`src/rtl/pmu_pkg.sv`:
```
package pmu_pkg;
  localparam int CNT_W    = 32;
  localparam int NUM_CNT  = 2;
  localparam int NUM_EVT  = 16;
  localparam int SEL_W    = $clog2(NUM_EVT);
  localparam int CTRL_W   = 32;
  localparam int ADDR_W   = 2;
  localparam int DATA_W   = CNT_W * NUM_CNT;

  // control register bit positions
  localparam int USR_BIT     = 0;
  localparam int SUP_BIT     = 1;
  localparam int HYP_BIT     = 2;
  localparam int IRQ_BIT     = 3;
  localparam int SEL_LO_LSB  = 8;
  localparam int SEL_HI_LSB  = 16;

  // register addresses
  localparam logic [ADDR_W-1:0] ADDR_CTRL = 2'd0;
  localparam logic [ADDR_W-1:0] ADDR_CNT  = 2'd1;
  localparam logic [ADDR_W-1:0] ADDR_STS  = 2'd2;

  typedef enum logic [1:0] {
    CTX_USER = 2'd0,
    CTX_SUP  = 2'd1,
    CTX_HYP  = 2'd2,
    CTX_NONE = 2'd3
  } ctx_e;

  typedef struct packed {
    logic [NUM_CNT-1:0] cntWr;
    logic [NUM_CNT-1:0] cntInc;
    logic [NUM_CNT-1:0] stsClr;
  } pmu_strobe_t;
endpackage

```
`src/rtl/pmu_ctrl.sv`:
```
module pmu_ctrl
  import pmu_pkg::*;
(
  input  logic                clk,
  input  logic                rst_n,
  input  logic [NUM_EVT-1:0]  evtStrobe,
  input  logic [1:0]          ctxMode,
  input  logic                regWrEn,
  input  logic [ADDR_W-1:0]   regAddr,
  input  logic [CTRL_W-1:0]   regWrData,
  input  logic [NUM_CNT-1:0]  regHalfEn,
  output logic [CTRL_W-1:0]   ctrlQ,
  output logic                irqEn,
  output pmu_strobe_t         strb
);
  logic ctxOk;
  logic [SEL_W-1:0] selOf [NUM_CNT];

  always_ff @(posedge clk) begin
    if (!rst_n) ctrlQ <= '0;
    else if (regWrEn && regAddr == ADDR_CTRL) ctrlQ <= regWrData;
  end

  always_comb begin
    unique case (ctx_e'(ctxMode))
      CTX_USER: ctxOk = ctrlQ[USR_BIT];
      CTX_SUP:  ctxOk = ctrlQ[SUP_BIT];
      CTX_HYP:  ctxOk = ctrlQ[HYP_BIT];
      default:  ctxOk = 1'b0;
    endcase
  end

  assign irqEn    = ctrlQ[IRQ_BIT];
  assign selOf[0] = ctrlQ[SEL_HI_LSB +: SEL_W];
  assign selOf[1] = ctrlQ[SEL_LO_LSB +: SEL_W];

  for (genvar i = 0; i < NUM_CNT; i++) begin : g_strb
    assign strb.cntInc[i] = ctxOk && evtStrobe[selOf[i]];
    assign strb.cntWr[i]  = regWrEn && regAddr == ADDR_CNT && regHalfEn[i];
    assign strb.stsClr[i] = regWrEn && regAddr == ADDR_STS && regWrData[i];
  end
endmodule

```
`src/rtl/pmu_datapath.sv`:
```
module pmu_datapath
  import pmu_pkg::*;
(
  input  logic               clk,
  input  logic               rst_n,
  input  pmu_strobe_t        strb,
  input  logic [DATA_W-1:0]  regWrData,
  output logic [CNT_W-1:0]   cntHi,
  output logic [CNT_W-1:0]   cntLo,
  output logic [NUM_CNT-1:0] ovfQ
);
  logic [CNT_W-1:0] cntQ [NUM_CNT];

  for (genvar i = 0; i < NUM_CNT; i++) begin : g_cnt
    // counter 0 lives in the upper half of the shared register
    localparam int LSB = (NUM_CNT - 1 - i) * CNT_W;
    logic wrapNow;
    assign wrapNow = strb.cntInc[i] && !strb.cntWr[i] && (cntQ[i] == '1);

    always_ff @(posedge clk) begin
      if (!rst_n) cntQ[i] <= '0;
      else if (strb.cntWr[i]) cntQ[i] <= regWrData[LSB +: CNT_W];
      else if (strb.cntInc[i]) cntQ[i] <= cntQ[i] + CNT_W'(1);
    end

    always_ff @(posedge clk) begin
      if (!rst_n) ovfQ[i] <= 1'b0;
      else if (wrapNow) ovfQ[i] <= 1'b1;
      else if (strb.stsClr[i]) ovfQ[i] <= 1'b0;
    end
  end

  assign cntHi = cntQ[0];
  assign cntLo = cntQ[1];
endmodule

```
`src/rtl/perf_pair_mon.sv`:
```
module perf_pair_mon
  import pmu_pkg::*;
(
  input  logic                clk,
  input  logic                rst_n,
  input  logic [NUM_EVT-1:0]  evtStrobe,
  input  logic [1:0]          ctxMode,
  input  logic                regWrEn,
  input  logic [ADDR_W-1:0]   regAddr,
  input  logic [DATA_W-1:0]   regWrData,
  input  logic [NUM_CNT-1:0]  regHalfEn,
  output logic [DATA_W-1:0]   regRdData,
  output logic [CNT_W-1:0]    countHi,
  output logic [CNT_W-1:0]    countLo,
  output logic [NUM_CNT-1:0]  ovfStatus,
  output logic                irq
);
  pmu_strobe_t      strb;
  logic [CTRL_W-1:0] ctrlQ;
  logic             irqEn;

  pmu_ctrl u_ctrl (
    .clk(clk), .rst_n(rst_n), .evtStrobe(evtStrobe), .ctxMode(ctxMode),
    .regWrEn(regWrEn), .regAddr(regAddr), .regWrData(regWrData[CTRL_W-1:0]),
    .regHalfEn(regHalfEn), .ctrlQ(ctrlQ), .irqEn(irqEn), .strb(strb)
  );

  pmu_datapath u_dp (
    .clk(clk), .rst_n(rst_n), .strb(strb), .regWrData(regWrData),
    .cntHi(countHi), .cntLo(countLo), .ovfQ(ovfStatus)
  );

  assign irq = irqEn && (|ovfStatus);

  always_comb begin
    unique case (regAddr)
      ADDR_CTRL: regRdData = {{(DATA_W-CTRL_W){1'b0}}, ctrlQ};
      ADDR_CNT:  regRdData = {countHi, countLo};
      ADDR_STS:  regRdData = {{(DATA_W-NUM_CNT){1'b0}}, ovfStatus};
      default:   regRdData = '0;
    endcase
  end
endmodule

```
`config.mk`:
```
export PLATFORM = sky130hd
export DESIGN_NAME = perf_pair_mon
export DESIGN_NICKNAME = d
export VERILOG_FILES = /design/src/rtl/pmu_pkg.sv /design/src/rtl/pmu_ctrl.sv /design/src/rtl/pmu_datapath.sv /design/src/rtl/perf_pair_mon.sv
export SDC_FILE = /design/constraint.sdc
export NUM_CORES = 1
export LEC_CHECK = 0
export BUFFER_PORTS_ARGS = -buffer_cell sky130_fd_sc_hd__buf_2
export CAP_MARGIN = 20
export CORE_UTILIZATION = 46
export DETAILED_ROUTE_END_ITERATION = 6
export HOLD_SLACK_MARGIN = 0.03
export PLACE_DENSITY = 0.82
export SYNTH_ARGS = -nofsm -noshare
export SYNTH_HDL_FRONTEND = slang
export SYNTH_HIERARCHICAL = 1
export SYNTH_SLANG_ARGS = --single-unit
```
`constraint.sdc`:
```
create_clock -name clk -period 2.7 [get_ports clk]
set_clock_uncertainty 0.2 [all_clocks]
set_input_delay 0.135 -clock clk [delete_from_list [all_inputs] [get_ports clk]]
set_output_delay 0.135 -clock clk [all_outputs]
set_load 0.1 [all_outputs]
```
After elaboration in Yosys (flattened, before gate mapping) --
Memory sizes are Yosys's and may differ from the RTL's. Cells that the tools add are included.
Cells by class: $add $sub $neg 2, mux-type cells 29, eq/ne operators 6, multiply operators 0, reduce and logical (&&, ||, !) cells 21, bitwise gates (word level) 4, magnitude comparators 2, div/mod/pow operators 0, shift operators 0
Operator list (number):
- 64-bit case mux with 3 select lines | 1
- 32-bit two-way mux | 4
- 32-bit by 1-bit adder with 32-bit output, second input constant | 2
- 32-bit == test, second input constant | 2
- 1-bit two-way mux | 21
- 1-bit logical AND | 14
- 4-bit by 5-bit < comparator with 1-bit output, second input constant | 2
- 1-bit binary-select mux with 4-bit select | 2
- 2-bit by 1-bit == test with 1-bit output, second input constant | 2
- 2-bit == test, second input constant | 2
- 2-bit logical NOT | 2
- 1-bit OR | 4
- 2-bit nonzero test | 2
- 1-bit case mux with 3 select lines | 1
- 1-bit logical NOT | 2
- 2-bit OR reduction | 1
Word-level totals: memories 1, bits in latches 0, logic and storage cells 68, bits in read-only memories 0, register bits 34, bits in writable memories 64, input bits 89
Memory list:
- u_dp.cntQ | words 2, width 32, rd ports 2, clocked after memory_dff 0, wr ports 2, line pmu_datapath.sv:12 | logic [CNT_W-1:0] cntQ [NUM_CNT];

Longest topological paths before layout --
Gate-level depths: netlist of the first run.
depth after elaboration 8, gate-level depth with buffers 11

Cells and area by module --
The synthesis of the first run kept the hierarchy.
Modules (own cells, without submodules):
- pmu_datapath | times used 1, area an instance 4086.4 µm², cells each 418
- pmu_ctrl | times used 1, area an instance 1571.5 µm², cells each 185
- perf_pair_mon | times used 1, area an instance 769.5 µm², cells each 110

Worst setup path before layout of the first run --
OpenSTA, ideal clock, no wires.
path type reg2out, from memory u_dp.cntQ[1][0], to output regRdData[0], cell stages (with the launch flop) 3, required time 2.365 ns, path slack -0.330 ns, path buffers 0, arrival 2.695 ns, path through edfxtp_1 -> mux2i_1 -> o2bb2ai_1
RTL lines:
- from (decl) | line pmu_datapath.sv:12
- to (decl) | line perf_pair_mon.sv:12 | output logic [DATA_W-1:0] regRdData,

==> summary.txt, run 1 <==
Root Driver = clkbuf_16
Worst Setup End Kind = flip-flop
Syn Std Cell Area = 6430 sq um
final setup margin = 0.0973 ns
non-filler cells in the finished layout = 1173
hold slack final = 0.0666 ns
DR iter-0 viols = 826
share of cells above drive strength 1 = 31.6%
worst reg-to-reg setup slack = 0.1 ns
sw frac = 36.9%
Area after DPL = 8310 sq um
relative slew slack = 30.9%
Starting Density = 47.8%
internal power = 2.73 mW
Min-Delay Path Class = in -> reg
Synth Register Bits = 98
ANT nets after route = 0
antenna violations before repair = 2
register area share after synthesis = 40.5%
clk sinks = 98
chip height = 120 um
final worst-path cycle share = 96.4%
first-pass GRT wire length = 32.8 mm
CTS tree = built
Area Overhead vs Synth = 45.2%
Peak VDD IR = 365 uV
logic gate share of total power = 29.1%
most common cell in the netlist = nand2_1
worst skew pair latency = 0.36 ns
Core Box Area = 13500 sq um
TritonCTS Buffers = 9
status = completed
max-slew violations = 0
gr usage total = 29.1%
Routed WL per cell = 18.0 um
DP Wirelength = 14.3 mm
critical path peak fanout = 22
Yosys warnings = 6
vias in the first global route = 6322
Setup CP Type = reg -> reg
Flop pwr share = 41.1%
syn avg cell area = 9.01 sq um
clk slew on worst S/H paths = 0.07 ns
Vias = 6668
Die X = 120 um
largest net degree at the start of global routing = 37
Pleak = 3.76 nW
Yosys top cell area share = 29.9%
H-Tree Depth = 3
routability congestion estimate = 0.901
final WL = 21.2 mm
Rows = 42
top cells by area, synth = edfxtp_1, dfxtp_1, nand2_1
Syn Inst Count = 713
Power Density = 464 nW/um^2
min Tclk post-route = 2.60 ns
Psw = 1.60 mW
Placed Instances = 1083
Tot Pwr = 4.33 mW
Overflow after GRT = 0
Clock Path Buffers = 2
RSZ-0062 raised after global routing = false
Initial DRT Pass Iterations = 6
Clock power frac = 29.9%
Post-CTS Setup Inserts = 0
# IOs = 220
Die ar. = 14400 sq um
Hold Fails Final Rpt = 0
drc violations = 0
Cell Chain, Critical Path = mux2i_1 > a31oi_1 > nand3_1 > a21oi_1 > nand3b_1 > buf_12 > o211a_1
Synth area leader = edfxtp_1
Synth Flop Type = edfxtp_1
Post-synth EDFFs = 64
Sum Neg Setup Slack = 0 ns
WP data arrival = 2.52 ns
most common library cells after synthesis = nand2_1, edfxtp_1, o21ai_0, xnor2_1, nor2_1
slowest cell delay on critical path = 0.54 ns
Critical Path Source Type = flip-flop
slowest CP cell = dfxtp_1
nets@finish = 1082
Cell variety after synth = 53
post-route cell area = 9330 sq um
FMAX = 0.384 GHz
worst endpoint required time = 2.62 ns
drt via density = 5.68
max-cap violation count = 0
worst-margin pin slew = 1.04 ns
Post-Route Utilization = 69.4%
syn_nets = 804
Place WS = 0.0700 ns
Post-synth ARST share = 0%
final setup fails = 0
port buffer count = 219
-- kinds of logic after synthesis --
group,after synthesis,synth area share (%)
AOI/OAI and AO/OA,110,10.6
xor gates and xnor gates,60,8.18
adders and majority gates,2,0.389
buffers and inverters,59,4.81
DFF,98,40.5
muxes,47,8.37
and+or+nand+nor,337,27.1
-- cell type report --
class,count,area (sq um)
Clock buffer,10,229
Clock inverter,6,57.6
Sequential cell,98,2600
Antenna cell,1,2.50
Inverter,10,37.5
Fill cell,971,4120
Tap cell,176,220
Multi-Input combinational cell,556,3650
Timing Repair Buffer,316,2530
-- repair_timing --
action | CTS | global route
hold buffers | 73 | 0
gates resized for setup | 0 | 2
endpoints found under the setup margin | 0 | 35
endpoints found under the hold margin | 94 | 0
-- sequential cells by signal, summed over array words and instances, names as in the netlist --
name          flops
u_ctrl/ctrlQ     32
u_dp/ovfQ         2
u_dp/cntQ        64
-- worst max-delay path, delay by kind of cell (launching register included) --
| kind | cells | cell delay, ns |
|---|---|---|
| buffers and inverters | 1 | 0.26 |
| AO/OA/AOI/OAI | 3 | 0.77 |
| AND/OR/NAND/NOR | 2 | 0.43 |
| flip-flops | 1 | 0.54 |
| multiplexers | 1 | 0.14 |
-- power by group through the flow --
stage	logic [mW]	clock network, mW	registers [mW]
finish	1.26	1.29	1.78
floorplan	0.497	0	2.17
CTS	1.25	1.30	1.77
detailed placement	1.16	0	1.81
global placement	1.15	0	1.80
global route	1.30	1.36	1.79
-- routing by layer --
metal  GRT usage, %  up-vias  part of all wire [%]
li1               -     3048                     -
met1           36.2     3161                    38
met2           48.6      385                    50
met3           5.99       72                   7.8
met4           13.0        2                   4.1
met5              0        -                 0.047
-- layout by cell type (no fill, tap or decap), drive strengths merged, types with 3 or more instances in the layout --
| master | netlist | routed |
|---|---|---|
| a21boi | 33 | 33 |
| a21oi | 3 | 3 |
| a22oi | 4 | 4 |
| and2 | 36 | 36 |
| and3 | 9 | 9 |
| and4 | 10 | 10 |
| buf | 20 | 243 |
| clkbuf | 29 | 10 |
| clkinv | 0 | 4 |
| dfxtp | 34 | 34 |
| dlygate4sd3 | 0 | 73 |
| edfxtp | 64 | 64 |
| inv | 10 | 10 |
| mux2i | 41 | 41 |
| mux4 | 4 | 4 |
| nand2 | 146 | 146 |
| nand3 | 28 | 28 |
| nand3b | 3 | 3 |
| nand4 | 11 | 11 |
| nor2 | 42 | 42 |
| nor2b | 12 | 12 |
| nor3 | 13 | 13 |
| nor4 | 16 | 16 |
| o21ai | 57 | 57 |
| xnor2 | 43 | 43 |
| xor2 | 17 | 17 |
-- final timing paths --
path                     from               end  depth (start not counted)
min                     rst_n  u_ctrl/ctrlQ[12]                          2
min reg2reg  u_ctrl/ctrlQ[22]  u_ctrl/ctrlQ[22]                          2
max reg2reg  u_ctrl/ctrlQ[11]  u_dp/cntQ[1][23]                          7
max          u_ctrl/ctrlQ[11]  u_dp/cntQ[1][23]                          7
(Power assumes the default switching activity.)
==> run 2: changes to the inputs <==
--- a/config.mk
+++ b/config.mk
@@ -11,6 +11,7 @@
 export DETAILED_ROUTE_END_ITERATION = 6
 export HOLD_SLACK_MARGIN = 0.03
 export PLACE_DENSITY = 0.82
+export SKIP_CTS_REPAIR_TIMING = 1
 export SYNTH_ARGS = -nofsm -noshare
 export SYNTH_HDL_FRONTEND = slang
 export SYNTH_HIERARCHICAL = 1
==> constraint.sdc (replaced) <==
create_clock -name clk -period 2.7 [get_ports clk]
set_clock_uncertainty 0.2 [all_clocks]
set_input_delay 0.135 -clock clk [delete_from_list [all_inputs] [get_ports clk]]
set_output_delay 0.135 -clock clk [all_outputs]
set_load 0.05 [all_outputs]
==> summary.txt, run 2 (synthesis results as in run 1) <==
status = completed
FMAX = 0.378 GHz (-1.5%)
slowest CP cell = mux4_1
largest net degree at the start of global routing = 37 (unchanged)
# IOs = 220 (unchanged)
H-Tree Depth = 3 (unchanged)
Clock power frac = 32.3% (+2.4 points)
Post-Route Utilization = 65.0% (-4.3 points)
worst reg-to-reg setup slack = 0.06 ns (-0.04 ns)
RSZ-0062 raised after global routing = false
final setup fails = 0 (unchanged)
Overflow after GRT = 0 (unchanged)
critical path peak fanout = 32 (+45%)
Rows = 42 (unchanged)
Routed WL per cell = 17.4 um (-3.4%)
vias in the first global route = 5474 (-13%)
final worst-path cycle share = 97.9% (+1.5 points)
Vias = 6531 (-2.1%)
drc violations = 0 (unchanged)
post-route cell area = 8750 sq um (-6.2%)
clk slew on worst S/H paths = 0.07 ns (about the same)
drt via density = 5.54 (-2.5%)
min Tclk post-route = 2.64 ns (+0.0408 ns)
DR iter-0 viols = 628 (-24%)
hold slack final = 0.121 ns (+0.0547 ns)
sw frac = 31.0% (-5.9 points)
Root Driver = clkbuf_16
Sum Neg Setup Slack = 0 ns (unchanged)
slowest cell delay on critical path = 0.58 ns (+0.04 ns)
antenna violations before repair = 1 (-1)
Starting Density = 47.8% (unchanged)
Clock Path Buffers = 2 (unchanged)
gr usage total = 25.5% (-3.6 points)
Largest Register = u_dp/cntQ
final WL = 20.5 mm (-3.0%)
Initial DRT Pass Iterations = 6 (unchanged)
first-pass GRT wire length = 28.6 mm (-13%)
Worst Setup End Kind = flip-flop
Core Box Area = 13500 sq um (unchanged)
Tot Pwr = 3.89 mW (-10%)
nets@finish = 1087 (+0.46%)
Place WS = 0.110 ns (+0.0401 ns)
Peak VDD IR = 318 uV (-13%)
Area after DPL = 7720 sq um (-7.1%)
non-filler cells in the finished layout = 1178 (+0.43%)
biggest regs = u_dp/cntQ: 64 flops, u_ctrl/ctrlQ: 32 flops, u_dp/ovfQ: 2 flops
WP data arrival = 2.54 ns (+0.02 ns)
internal power = 2.69 mW (-1.6%)
TritonCTS Buffers = 9 (unchanged)
Setup CP Type = reg -> reg
logic gate share of total power = 22.2% (-6.9 points)
chip height = 120 um (unchanged)
Hold Fails Final Rpt = 0 (unchanged)
worst skew pair latency = 0.34 ns (-0.02 ns)
Flop pwr share = 45.4% (+4.3 points)
max-cap violation count = 0 (unchanged)
max-slew violations = 0 (unchanged)
final setup margin = 0.0566 ns (-0.0408 ns)
Critical Path Source Type = flip-flop
clk sinks = 98 (unchanged)
Pleak = 3.66 nW (-2.7%)
Psw = 1.21 mW (-24%)
most frequent cells in the layout = buf_2, nand2_1, dlygate4sd3_1
share of cells above drive strength 1 = 28.1% (-3.6 points)
Cell Chain, Critical Path = mux4_1 > mux2_2 > nand2_1 > a21oi_1 > or3b_2 > buf_12
commonest non-fill, non-tap cell in the layout = buf_2
DP Wirelength = 13.5 mm (-5.6%)
worst hold stages = 4 (+2)
filler instances = 1116 (+15%)
Area Overhead vs Synth = 36.1%
Die ar. = 14400 sq um (unchanged)
Die X = 120 um (unchanged)
routability congestion estimate = 0.893 (-0.90%)
Largest register FFs = 64 (unchanged)
worst-margin pin slew = 0.568 ns (-0.468 ns)
relative slew slack = 62.0% (+31 points)
worst reg2reg path depth = 6 (-1)
ANT nets after route = 0 (unchanged)
port buffer count = 219 (unchanged)
worst endpoint required time = 2.59 ns (-0.03 ns)
CTS tree = built
Power Density = 445 nW/um^2 (-4.0%)
Min-Delay Path Class = in -> reg
Placed Instances = 1088 (+0.46%)
-- run 2: power groups by stage --
stage / Sequential (mW) / Clock (mW) / Combinational [mW]
finish: 1.77 / 1.26 / 0.866
floorplan: 1.96 / 0 / 0.353
CTS: 1.77 / 1.27 / 0.773
global route: 1.78 / 1.33 / 0.913
detailed placement: 1.80 / 0 / 0.771
global placement: 1.79 / 0 / 0.761
-- run 2: final cells by class --
type	count	area [sq um]	share of cell area, %
tap	176	220	2.52
inverter	10	37.5	0.429
clock inverter	4	42.5	0.486
antenna	1	2.50	0.0286
multi-input combinational	556	3520	40.2
sequential	98	2600	29.7
timing repair buffer	321	2090	23.9
clock buffer	12	236	2.70
-- run 2: path summary, 6_finish.rpt --
check                                 startpoint          endpoint
worst max-delay path            u_ctrl/ctrlQ[18]  u_dp/cntQ[0][22]
worst min-delay path                     regWrEn      u_dp/ovfQ[0]
worst max register to register  u_ctrl/ctrlQ[18]  u_dp/cntQ[0][22]
worst min register to register  u_ctrl/ctrlQ[15]  u_ctrl/ctrlQ[15]
-- run 2: worst max-delay path, delay by kind of cell, from the launching register on --
| family | cells | cell delay [ns] |
|---|---|---|
| buf+inv | 1 | 0.21 |
| simple gates | 2 | 0.59 |
| mux | 2 | 0.86 |
| flops | 1 | 0.40 |
| compound gates | 1 | 0.13 |
-- run 2: per-layer routing --
metal / vias to the layer above / share of wire [%] / GRT usage (%)
met2: 359 / 48 / 40.8
met3: 64 / 7.5 / 3.35
met1: 3049 / 41 / 35.0
li1: 3059 / - / -
met5: - / 0 / 0
met4: 0 / 3.3 / 10.4
==> run 3: changes to the inputs <==
==> constraint.sdc (replaced) <==
create_clock -name clk -period 2.2 [get_ports clk]
set_clock_uncertainty 0.2 [all_clocks]
set_input_delay 0.11 -clock clk [delete_from_list [all_inputs] [get_ports clk]]
set_output_delay 0.11 -clock clk [all_outputs]
set_load 0.05 [all_outputs]
==> summary.txt, run 3 (synthesis results as in run 1) <==
status = finished, violations left
failing checks = setup timing
Core Box Area = 13500 sq um (unchanged)
clk slew on worst S/H paths = 0.07 ns (about the same)
ANT nets after route = 0 (unchanged)
final WL = 22.3 mm (+8.8%)
most frequent cells in the layout = buf_2, nand2_1, dlygate4sd3_1
gr usage total = 27.0% (+1.5 points)
FMAX = 0.422 GHz (+11%)
drt via density = 5.64 (+1.7%)
beginning of the worst hold path = rst_n
chip height = 120 um (unchanged)
Min-Delay Path Class = in -> reg
Area Overhead vs Synth = 48.1%
final worst-path cycle share = 108% (+9.9 points)
Pleak = 4.15 nW (+13%)
routability congestion estimate = 0.870 (-2.6%)
Largest register FFs = 64 (unchanged)
critical path peak fanout = 24 (-25%)
H-Tree Depth = 3 (unchanged)
Critical Path Source Type = flip-flop
Power Density = 510 nW/um^2 (+15%)
Die X = 120 um (unchanged)
Largest Register = u_dp/cntQ
Critical R2R Capture = u_dp/cntQ[1][20]
Hold Fails Final Rpt = 0 (unchanged)
filler instances = 962 (-14%)
Worst Setup End Kind = flip-flop
Sum Neg Setup Slack = -15.07 ns (-15.07 ns)
Place WS = -0.123 ns (-0.233 ns)
worst reg2reg path depth = 6 (unchanged)
Routed WL per cell = 18.3 um (+5.0%)
commonest non-fill, non-tap cell in the layout = buf_2
CTS tree = built
Die ar. = 14400 sq um (unchanged)
Root Driver = clkbuf_16
min Tclk post-route = 2.37 ns (-0.272 ns)
drc violations = 0 (unchanged)
Placed Instances = 1123 (+3.2%)
worst skew pair latency = 0.36 ns (+0.02 ns)
max-cap violation count = 0 (unchanged)
Starting Density = 47.8% (unchanged)
Rows = 42 (unchanged)
worst endpoint required time = 2.11 ns (-0.48 ns)
WP data arrival = 2.28 ns (-0.26 ns)
Clock Path Buffers = 2 (unchanged)
DR iter-0 viols = 711 (+13%)
Overflow after GRT = 0 (unchanged)
worst-margin pin slew = 0.602 ns (+0.0342 ns)
nets@finish = 1130 (+4.0%)
clk sinks = 98 (unchanged)
relative slew slack = 59.8% (-2.2 points)
share of cells above drive strength 1 = 36.5% (+8.4 points)
antenna violations before repair = 0 (-1)
port buffer count = 219 (unchanged)
worst hold stages = 2 (-2)
biggest regs = u_dp/cntQ: 64 flops, u_ctrl/ctrlQ: 32 flops, u_dp/ovfQ: 2 flops
final setup margin = -0.171 ns (-0.228 ns)
Peak VDD IR = 409 uV (+28%)
DP Wirelength = 14.3 mm (+6.5%)
reg-to-reg startpoint = u_ctrl/ctrlQ[10]
vias in the first global route = 5862 (+7.1%)
worst reg-to-reg setup slack = -0.17 ns (-0.23 ns)
WHS Endpoint = u_dp/cntQ[1][5]
hold slack final = 0.0941 ns (-0.0272 ns)
Antenna Diode Count = 0 (-1)
Setup CP Type = reg -> reg
first-pass GRT wire length = 30.5 mm (+6.5%)
# IOs = 220 (unchanged)
non-filler cells in the finished layout = 1220 (+3.6%)
RSZ-0062 raised after global routing = true
Initial DRT Pass Iterations = 6 (unchanged)
Tot Pwr = 4.85 mW (+25%)
max-slew violations = 0 (unchanged)
TritonCTS Buffers = 9 (unchanged)
final setup fails = 125 (+125)
largest net degree at the start of global routing = 37 (unchanged)
Vias = 6882 (+5.4%)
[run 3: how the worst max path moves through the flow]
| stage | startpoint | endpoint | slack (ns) | depth (start not counted) |
|---|---|---|---|---|
| 2_1_floorplan | u_dp/cntQ[1][11] | u_dp/cntQ[1][26] | -0.22 | 6 |
| 3_3_place_gp | u_ctrl/ctrlQ[18] | u_dp/cntQ[0][23] | -0.09 | 6 |
| 3_5_place_dp | u_ctrl/ctrlQ[10] | u_dp/ovfQ[1] | -0.12 | 10 |
| 4_1_cts | u_ctrl/ctrlQ[10] | u_dp/ovfQ[1] | -0.14 | 10 |
| 5_1_grt | u_ctrl/ctrlQ[10] | u_dp/cntQ[1][23] | -0.25 | 8 |
| 6_report | u_ctrl/ctrlQ[10] | u_dp/cntQ[1][20] | -0.17 | 6 |
[run 3: where the power goes]
group | internal [mW] | switching (mW)
Sequential | 2.05 | 0.0858
Clock | 0.793 | 0.718
Combinational | 0.431 | 0.776
Total | 3.27 | 1.58
[run 3: per-layer routing]
layer  up-vias  track usage [%]  wire length, um
met2       406             42.3            11000
met5         -                0                0
met3        49             5.33             1850
met1      3283             36.7             8900
li1       3144                -                -
met4         0             10.6              570
[run 3: final cells by class]
cell class / instances / area [sq um] / area share (%)
Multi-Input combinational cell: 556 / 3860 / 40.5
Clock inverter: 5 / 30.0 / 0.316
Timing Repair Buffer: 364 / 2520 / 26.5
Clock buffer: 11 / 243 / 2.55
Tap cell: 176 / 220 / 2.31
Inverter: 10 / 37.5 / 0.394
Sequential cell: 98 / 2610 / 27.4
[run 3: through the flow]
step / util (%) / area (sq um)
after floorplan: - / 6760
after global placement: 61.5 / 8280
after detailed placement: 61.5 / 8280
after CTS: 63.5 / 8550
after global routing: 70.7 / 9520
final: 70.7 / 9520
[run 3: worst max-delay path: stages (launching register included)]
cell	delay, ns
dfxtp_4	0.37
mux4_2	0.50
mux2_4	0.30
nand2_4	0.09
a21oi_4	0.08
or3b_4	0.41
buf_12	0.18
